## src/rtl/tsp_pkg.sv

```systemverilog
package tsp_pkg;
    localparam int unsigned XLEN  = 32;
    localparam int unsigned RIDX  = 5;
    localparam int unsigned AW    = 5;
    localparam int unsigned NREG  = 1 << RIDX;
    localparam int unsigned OPW   = 2;
    localparam int unsigned NFLD  = 3;
    localparam int unsigned IW    = OPW + NFLD * RIDX;

    typedef logic [XLEN-1:0] word_t;
    typedef logic [RIDX-1:0] ridx_t;
    typedef logic [AW-1:0]   addr_t;
    typedef logic [IW-1:0]   instr_t;

    typedef enum logic [OPW-1:0] {
        OP_ADD = 2'b00,
        OP_BZ  = 2'b01,
        OP_LD  = 2'b10,
        OP_ST  = 2'b11
    } op_e;

    // decoded instruction held between the stages
    typedef struct packed {
        op_e   op;
        logic  wr;
        ridx_t dst;
        word_t va;
        word_t vb;
    } slot_t;

    function automatic op_e instr_op(instr_t i);
        return op_e'(i[IW-1 -: OPW]);
    endfunction

    // k = 0 -> field A, 1 -> field B, 2 -> field C
    function automatic ridx_t instr_fld(instr_t i, int unsigned k);
        return i[(NFLD-k)*RIDX-1 -: RIDX];
    endfunction
endpackage

```

## src/rtl/tsp_regfile.sv

```systemverilog
module tsp_regfile import tsp_pkg::*; #(
    parameter int unsigned NRD = 2
) (
    input  logic              clk,
    input  logic              rst_n,
    input  logic              we,
    input  ridx_t             waddr,
    input  word_t             wdata,
    input  ridx_t [NRD-1:0]   raddr,
    output word_t [NRD-1:0]   rdata
);
    typedef struct packed {
        word_t [NREG-1:0] r;
    } rf_t;

    rf_t st_d, st_q;

    always_comb begin
        st_d = st_q;
        if (we) st_d.r[waddr] = wdata;
    end

    always_ff @(posedge clk or negedge rst_n) begin
        if (!rst_n) st_q <= '0;
        else        st_q <= st_d;
    end

    for (genvar p = 0; p < NRD; p++) begin : g_rd
        assign rdata[p] = (we && (raddr[p] == waddr)) ? wdata : st_q.r[raddr[p]];


        fwd_hold_chk: assert property (@(posedge clk) disable iff (!rst_n)
            ($past(we) && !we && (raddr[p] == $past(waddr))) |-> (rdata[p] == $past(wdata)));
    end
endmodule

```

## src/rtl/tsp_slotbuf.sv

```systemverilog
module tsp_slotbuf import tsp_pkg::*; #(
    parameter int unsigned NKEY = 2
) (
    input  logic              clk,
    input  logic              rst_n,
    input  logic              enq,
    input  slot_t             enq_slot,
    input  logic              deq,
    input  logic              clr,
    input  ridx_t [NKEY-1:0]  key,
    output logic              full,
    output slot_t             head,
    output logic              hit
);
    typedef struct packed {
        logic  full;
        slot_t slot;
    } buf_t;

    buf_t st_d, st_q;
    logic [NKEY-1:0] match;

    always_comb begin
        st_d = st_q;
        if (deq) st_d.full = 1'b0;
        if (enq) begin
            st_d.full = 1'b1;
            st_d.slot = enq_slot;
        end
        if (clr) st_d.full = 1'b0;
    end

    always_ff @(posedge clk or negedge rst_n) begin
        if (!rst_n) st_q <= '0;
        else        st_q <= st_d;
    end

    for (genvar k = 0; k < NKEY; k++) begin : g_key
        assign match[k] = (st_q.slot.dst == key[k]);
    end

    // search sees the slot as it stands after this cycle's retirement
    assign hit  = st_q.full && !deq && st_q.slot.wr && (|match);
    assign full = st_q.full;
    assign head = st_q.slot;


    clr_wins_chk: assert property (@(posedge clk) disable iff (!rst_n)
        clr |=> !full);


    enq_space_chk: assert property (@(posedge clk) disable iff (!rst_n)
        enq |-> (!full || deq));


    enq_lands_chk: assert property (@(posedge clk) disable iff (!rst_n)
        (enq && !clr) |=> (full && (head == $past(enq_slot))));
endmodule

```

## src/rtl/tsp_fetch.sv

```systemverilog
module tsp_fetch import tsp_pkg::*; #(
    parameter int unsigned NSRC = 2
) (
    input  logic              clk,
    input  logic              rst_n,
    input  instr_t            instr,
    input  word_t [NSRC-1:0]  src_val,
    input  logic              hit,
    input  logic              space,
    input  logic              redirect,
    input  addr_t             target,
    output addr_t             pc,
    output ridx_t [NSRC-1:0]  src,
    output logic              enq,
    output slot_t             slot
);
    typedef struct packed {
        addr_t pc;
    } fs_t;

    fs_t st_d, st_q;
    op_e op;

    assign op = instr_op(instr);

    always_comb begin
        src[0] = instr_fld(instr, 1);
        src[1] = (op == OP_LD) ? instr_fld(instr, 1) : instr_fld(instr, 2);

        slot.op  = op;
        slot.wr  = (op == OP_ADD) || (op == OP_LD);
        slot.dst = instr_fld(instr, 0);
        slot.va  = src_val[0];
        slot.vb  = src_val[1];

        enq = space && !hit && !redirect;

        st_d = st_q;
        if (redirect)  st_d.pc = target;
        else if (enq)  st_d.pc = st_q.pc + addr_t'(1);
    end

    always_ff @(posedge clk or negedge rst_n) begin
        if (!rst_n) st_q <= '0;
        else        st_q <= st_d;
    end

    assign pc = st_q.pc;


    seq_fetch_chk: assert property (@(posedge clk) disable iff (!rst_n)
        enq |=> (pc == $past(pc) + addr_t'(1)));


    redirect_chk: assert property (@(posedge clk) disable iff (!rst_n)
        redirect |=> (pc == $past(target)));
endmodule

```

## src/rtl/tsp_exec.sv

```systemverilog
module tsp_exec import tsp_pkg::*; (
    input  logic   full,
    input  slot_t  head,
    input  word_t  dmem_rdata,
    output logic   deq,
    output logic   clr,
    output logic   redirect,
    output addr_t  target,
    output logic   rf_we,
    output ridx_t  rf_waddr,
    output word_t  rf_wdata,
    output addr_t  dmem_addr,
    output logic   dmem_we,
    output word_t  dmem_wdata
);
    logic taken;

    always_comb begin
        taken      = full && (head.op == OP_BZ) && (head.va == '0);
        clr        = taken;
        redirect   = taken;
        deq        = full && !taken;
        target     = head.vb[AW-1:0];

        rf_we      = full && head.wr;
        rf_waddr   = head.dst;
        rf_wdata   = (head.op == OP_LD) ? dmem_rdata : (head.va + head.vb);

        dmem_addr  = head.va[AW-1:0];
        dmem_we    = full && (head.op == OP_ST);
        dmem_wdata = head.vb;
    end
endmodule

```

## src/rtl/tsp_core.sv

```systemverilog
module tsp_core import tsp_pkg::*; (
    input  logic            clk,
    input  logic            rst_n,
    output logic [AW-1:0]   imem_addr,
    input  logic [IW-1:0]   imem_data,
    output logic [AW-1:0]   dmem_addr,
    input  logic [XLEN-1:0] dmem_rdata,
    output logic            dmem_we,
    output logic [XLEN-1:0] dmem_wdata
);
    localparam int unsigned NSRC = 2;

    ridx_t [NSRC-1:0] src;
    word_t [NSRC-1:0] src_val;
    logic  hit, full, deq, clr, redirect, enq, rf_we, space;
    addr_t target;
    slot_t slot, head;
    ridx_t rf_waddr;
    word_t rf_wdata;

    assign space = !full || deq;

    tsp_fetch #(.NSRC(NSRC)) u_fetch (
        .clk      (clk),
        .rst_n    (rst_n),
        .instr    (imem_data),
        .src_val  (src_val),
        .hit      (hit),
        .space    (space),
        .redirect (redirect),
        .target   (target),
        .pc       (imem_addr),
        .src      (src),
        .enq      (enq),
        .slot     (slot)
    );

    tsp_regfile #(.NRD(NSRC)) u_rf (
        .clk   (clk),
        .rst_n (rst_n),
        .we    (rf_we),
        .waddr (rf_waddr),
        .wdata (rf_wdata),
        .raddr (src),
        .rdata (src_val)
    );

    tsp_slotbuf #(.NKEY(NSRC)) u_slot (
        .clk      (clk),
        .rst_n    (rst_n),
        .enq      (enq),
        .enq_slot (slot),
        .deq      (deq),
        .clr      (clr),
        .key      (src),
        .full     (full),
        .head     (head),
        .hit      (hit)
    );

    tsp_exec u_exec (
        .full       (full),
        .head       (head),
        .dmem_rdata (dmem_rdata),
        .deq        (deq),
        .clr        (clr),
        .redirect   (redirect),
        .target     (target),
        .rf_we      (rf_we),
        .rf_waddr   (rf_waddr),
        .rf_wdata   (rf_wdata),
        .dmem_addr  (dmem_addr),
        .dmem_we    (dmem_we),
        .dmem_wdata (dmem_wdata)
    );


    st_origin_chk: assert property (@(posedge clk) disable iff (!rst_n)
        dmem_we |-> $past(enq));


    retire_nostall_chk: assert property (@(posedge clk) disable iff (!rst_n)
        (full && !redirect) |-> enq);
endmodule

```

## config.mk

```make
export PLATFORM = sky130hd
export DESIGN_NAME = tsp_core
export DESIGN_NICKNAME = d
export VERILOG_FILES = /design/src/rtl/tsp_pkg.sv /design/src/rtl/tsp_regfile.sv /design/src/rtl/tsp_slotbuf.sv /design/src/rtl/tsp_fetch.sv /design/src/rtl/tsp_exec.sv /design/src/rtl/tsp_core.sv
export SDC_FILE = /design/constraint.sdc
export NUM_CORES = 2
export LEC_CHECK = 0
export ABC_AREA = 1
export BUFFER_PORTS_ARGS = -buffer_cell sky130_fd_sc_hd__buf_4
export CAP_MARGIN = 25
export CORE_AREA = 2 2 423 299
export DETAILED_ROUTE_END_ITERATION = 7
export DIE_AREA = 0 0 425 301
export PLACE_DENSITY_LB_ADDON = 0.3
export SLEW_MARGIN = 40
export SYNTH_ARGS = -nofsm -noshare
export SYNTH_HDL_FRONTEND = slang
export SYNTH_HIERARCHICAL = 1
export SYNTH_SLANG_ARGS = --single-unit
```

## constraint.sdc

```tcl
create_clock -name clk -period 4.9 [get_ports clk]
set_input_delay 0.735 -clock clk [delete_from_list [all_inputs] [get_ports clk]]
set_output_delay 0.735 -clock clk [all_outputs]
set_load 0.01 [all_outputs]
```

# [Word level (Yosys, flattened, before mapping)]
# Cells that the tools add are included.
[totals] regBits=1102 out_inout_bits=43 input_bits=51 elab_cells=93
[op_classes] addsub=2 n_reduce_logical=24 order_cmp=4 n_mux=16 eq_ne=8
[ops] cell="$bwmux 1024" n=1
[ops] cell="$bmux 32 s5" n=2
[ops] cell="$mux 32" n=6
[ops] cell="$demux 32 s5" n=1
[ops] cell="$mux 73" n=1
[ops] cell="$add 32x32->32" n=1
[ops] cell="$logic_not 32->1" n=1
[ops] cell="$eq 5x5->1" n=4
[ops] cell="$lt 5x6->1 const B" n=3
[ops] cell="$mux 5" n=3
[ops] cell="$logic_and 1x1->1" n=13
[ops] cell="$eq 2x2->1 const B" n=3
[ops] cell="$add 5x1->5 const B" n=1
[ops] cell="$ge 5x1->1 const B" n=1
[ops] cell="$logic_not 1->1" n=4
[ops] cell="$reduce_bool 3->1" n=1
[ops] cell="$eq 2x1->1 const B" n=1
[ops] cell="$logic_not 2->1" n=1
[ops] cell="$logic_or 1x1->1" n=2
[ops] cell="$mux 1" n=2
[ops] cell="$reduce_bool 2->1" n=1
[ops] cell="$reduce_or 2->1" n=1

# [Longest topological paths before layout]
[depth] depth_word=14 mapped_depth=19 mapped_depth_nobuf=16

# [Modules after synthesis]
# The synthesis kept the hierarchy.
[modules_own_cells] mod="tsp_regfile" seq_area_each_um2=25624.6 cells_each=8361 area_each_um2=56822.0 instances=1
[modules_own_cells] mod="tsp_exec" seq_area_each_um2=0.0 cells_each=663 area_each_um2=3249.4 instances=1
[modules_own_cells] mod="tsp_slotbuf" seq_area_each_um2=1826.8 cells_each=348 area_each_um2=2936.6 instances=1
[modules_own_cells] mod="tsp_fetch" seq_area_each_um2=125.1 cells_each=143 area_each_um2=964.7 instances=1
[modules_own_cells] mod="tsp_core" seq_area_each_um2=0.0 cells_each=2 area_each_um2=7.5 instances=1

# [Least setup slack after synthesis]
# No wires, ideal clock.
[synth_timing] kind="input-to-reg" startpoint="input port imem_data[15]" endpoint="register u_slot.st_q (netlist bit u_slot/head[21])" t_arrival_ns=2.549 stages=18 n_path_buf=4 setup_ns=0.116 setup_slack_ns=2.235 required_ns=4.784 cell_sequence="inv_1 > nand2_1 > nand2_1 > nand2_1 > clkbuf_1 > inv_2 > clkbuf_1 > clkbuf_1 > nand3_1 > nand3_1 > nand2_1 > nand2_1 > nand3_1 > nand3_1 > nand2_1 > buf_4 > nand2_1 > nand2_1"
[synth_rtl] item="start: declaration" line_no="tsp_core.sv:5" text="input logic [IW-1:0] imem_data,"
[synth_rtl] item="end signal: assignment" line_no="tsp_slotbuf.sv:35" text="else st_q <= st_d;"
[synth_rtl] item="end: declaration" line_no="tsp_slotbuf.sv:20" text="buf_t st_d, st_q;"

# [Final worst setup path]
[layout_timing] startpoint="register u_slot.st_q (netlist bit u_slot/head[0])" endpoint="register u_rf/st_q[536] (netlist bit)"
[layout_via] elab_chain_cells=3
[layout_rtl] item="$add 32x32->32" line_no="tsp_exec.sv:27" text="rf_wdata = (head.op == OP_LD) ? dmem_rdata : (head.va + head.vb);"
[layout_rtl] item="$mux 32" line_no="tsp_exec.sv:27"
[layout_rtl] item="via rf_wdata[24]" line_no="tsp_core.sv:19" text="word_t rf_wdata;"
[layout_rtl] item="$bwmux 1024" line_no="tsp_regfile.sv:20" text="if (we) st_d.r[waddr] = wdata;"
[layout_rtl] item="end signal: assignment" line_no="tsp_regfile.sv:25" text="else st_q <= st_d;"
[layout_rtl] item="end: declaration" line_no="tsp_regfile.sv:16" text="rf_t st_d, st_q;"
# The timed path passes the listed nets, and every way through them passes these cells.
# A chain may end at the register's enable or synchronous reset.

==> metrics.txt <==
status=finished, final reports clean; Layout Cells excl Fill=approximately 11000; Slew HR=36.1%; Layout area overhead=7.17%; startpoint types=flip-flop; Setup TNS Final=0 ns; clk root buf=clkbuf_16; Via Count=~67000; PD cells=480 nW/um2; total stage count of the critical path=14; Max H-tree Level=3; Hold WC Path Type=in -> reg; Worst VDD drop=0.299 mV; DRC=0; DP Wirelength=between 100000 and 150000 um; commonest non-fill, non-tap cell in the layout=nand2_1; Setup Viol. Count Final=0; fmax=0.278 GHz; die area=128000 um2; post-route cell area=68600 um2; R2R Setup Slk=1.30 ns; Worst-path clk slew=0.07 ns; Placed Area=64800 um2; antenna-violating nets left=0; RSZ-0062 raised after global routing=no; Total Routing Usage GR=39.0%; Seq/Total Area, Yosys=between 40 and 50%; Power, Total=32.9 mW; Die Span X=425 um; Placed Cells incl. Taps=10504; Ports=94; Distinct cells, synth=38; Ys Warns=6; Max Cap Viol=0; CP Max Fanout=17; Post-Route Utilization=a little under three fifths; I/O Buffers=93; Filler cells=11738; Clock Latency Late Sink=between 0.7 and 0.8 ns; routed vias/inst=6.24; CTS Hold Bufs=1; Crit Path Class=reg -> reg; wire per inst=23.6 um; most frequent cells in the layout=nand2_1 (4103), nand3_1 (1786), dfrtp_1 (1102); CP top delay family=simple AND/OR/NAND/NOR gates; number of flops mapped to enable cells by yosys=0; DR iter-0 viols=approximately 12000; # rows=~110; worst slack after detailed placement=about 1.2 ns; grt total ovfl=0; first-pass iteration count of the detailed router=8; Worst path most repeated cell=nand3_1; Crit-path slowest cell=inv_1; LEAKAGE=34.3 nW; critical path capture point=u_rf/st_q[536]$_DFFE_PN0P_; worst r2r path cells=14; CTS tree=built; Num CTS Buffers=109; CP required=about 5.5 ns; share of cells above drive strength 1=5.77%; Starting Density=51.8%; clk sinks=~1100; crit path cell chain=buf_4 -> ha_1 -> fa_1 -> nand3_1 -> nand3_1 -> nand2_1 -> nand2_2 -> nand3_1 -> nand4_1 -> nand3_1 -> nand2_1 -> inv_1 -> buf_4 -> o21ai_0; Synth Cell Area=64000 um2; final worst path period share=73.4%; WP buf/inv=3; n_diodes=0; largest net degree at the start of global routing=152; total routed wirelength=253000 um; core area=between 100000 and 150000 um2; vias in the first global route=61043; Cells after Synth=between 9000 and 10000; Synthesized Nets=9601; global placement routability congestion=0.951; first-pass GRT wire length=383000 um; # resized after CTS=0; Die Ht=301 um; RR Startpoint=u_slot/head[0]$_DFFE_PN0P_; Mapped Avg Cell Area=6.72 um2; Final min period=3.60 ns; Critical Path End Type=flip-flop; Max Buffers Root-to-Sink=3; initial antenna violation count=0; Hold Vio Cnt, Final=0; Main synth FF type=dfrtp_1; #FFs+latches synth=1102; crit path DAT=4.19 ns; Final WS setup=about 1.3 ns; worst-margin pin slew=roughly 0.96 ns; Reg2Reg Capture Point=u_rf/st_q[536]$_DFFE_PN0P_; Pins Over Slew Limit=0; Layout Skew=0.0253 ns; CP peak stage delay=0.56 ns; Post-CTS Setup Inserts=0; WHS=0.204 ns; nets=9051; Critical path origin=u_slot/head[0]$_DFFE_PN0P_; Async SR Flop Fraction=100%
[flip-flops by register name, summed over array words and instances (netlist names)]
name / count
u_slot/full: 1
u_fetch/pc: 5
u_rf/st_q: 1024
u_slot/head: 72
[kinds of logic (layout without fill, tap and decap cells)]
family	after synthesis	after routing	synth area share [%]
adder cells (fa/ha/maj)	33	33	0.657
flip-flops	1102	1102	43.1
AND/OR/NAND/NOR	6197	6197	40.2
buffers and inverters	1092	632	7.41
AO/OA/AOI/OAI	1082	1082	8.50
XOR/XNOR	11	11	0.151
[worst min-delay path by stage]
stage | from | slack (ns) | end | depth (start not counted)
3_3_place_gp | u_rf/st_q[167]$_DFFE_PN0P_ | 0.49 | u_rf/st_q[167]$_DFFE_PN0P_ | 2
3_5_place_dp | u_rf/st_q[544]$_DFFE_PN0P_ | 0.49 | u_rf/st_q[544]$_DFFE_PN0P_ | 2
2_1_floorplan | rst_n | 0.44 | u_fetch/pc[0]$_DFFE_PN0P_ | 0
6_report | imem_data[10] | 0.20 | u_slot/head[64]$_DFFE_PN0P_ | 3
5_1_grt | imem_data[15] | 0.21 | u_slot/head[70]$_DFFE_PN0P_ | 3
4_1_cts | imem_data[10] | 0.18 | u_slot/head[64]$_DFFE_PN0P_ | 3
[per-layer routing]
metal | up-vias | track usage [%] | part of all wire [%]
li1 | 29621 | - | -
met1 | 31048 | 56.2 | 39
met2 | 5341 | 53.0 | 39
met3 | 814 | 11.7 | 16
met4 | 0 | 19.3 | 5.6
met5 | - | 0 | 0
[synthesized netlist by cell type (3+ instances only)]
library cell / number / area (um2)
xnor2_1: 7 / 61.3
o21ai_1: 28 / 140
o22ai_1: 6 / 37.5
nor2_4: 4 / 45.0
nand4_1: 6 / 37.5
nor4_1: 7 / 43.8
nand3b_1: 3 / 22.5
or2_2: 3 / 18.8
nand3_1: 1787 / 8940
nand2_1: 4136 / 15500
or2_1: 4 / 25.0
ha_1: 32 / 400
o21ai_0: 858 / 4290
inv_2: 16 / 60.1
nor2_1: 208 / 781
nor3_1: 14 / 70.1
nand3_2: 5 / 50.1
dfrtp_1: 1102 / 27600
xor2_1: 4 / 35.0
buf_1: 40 / 150
inv_1: 189 / 709
buf_6: 4 / 45.0
clkbuf_1: 609 / 2290
buf_2: 107 / 536
o21bai_1: 3 / 22.5
nand2_2: 12 / 75.1
buf_4: 127 / 953
nor2_2: 4 / 25.0
a21oi_1: 183 / 916
[tightest hold or removal path: stages]
cell	delay, ns
buf_4	0.08
nand2_1	0.04
o21ai_0	0.06
[cell type report]
class	instances	area (um2)	area share [%]
clock buffer	166	3220	4.70
clock inverter	35	468	0.682
inverter	205	812	1.18
multi-input combinational	7323	32200	46.9
sequential	1102	27600	40.2
tap	1650	2060	3.01
timing repair buffer	226	2240	3.27
[report_power, final]
group / switching [mW] / leakage, nW / total, mW / internal (mW)
clock: 3.86 / 1.82 / 8.91 / 5.05
sequential: 2.33 / 12.4 / 14.1 / 11.8
combinational: 6.67 / 20.2 / 9.89 / 3.22
(Power assumes the default switching activity.)
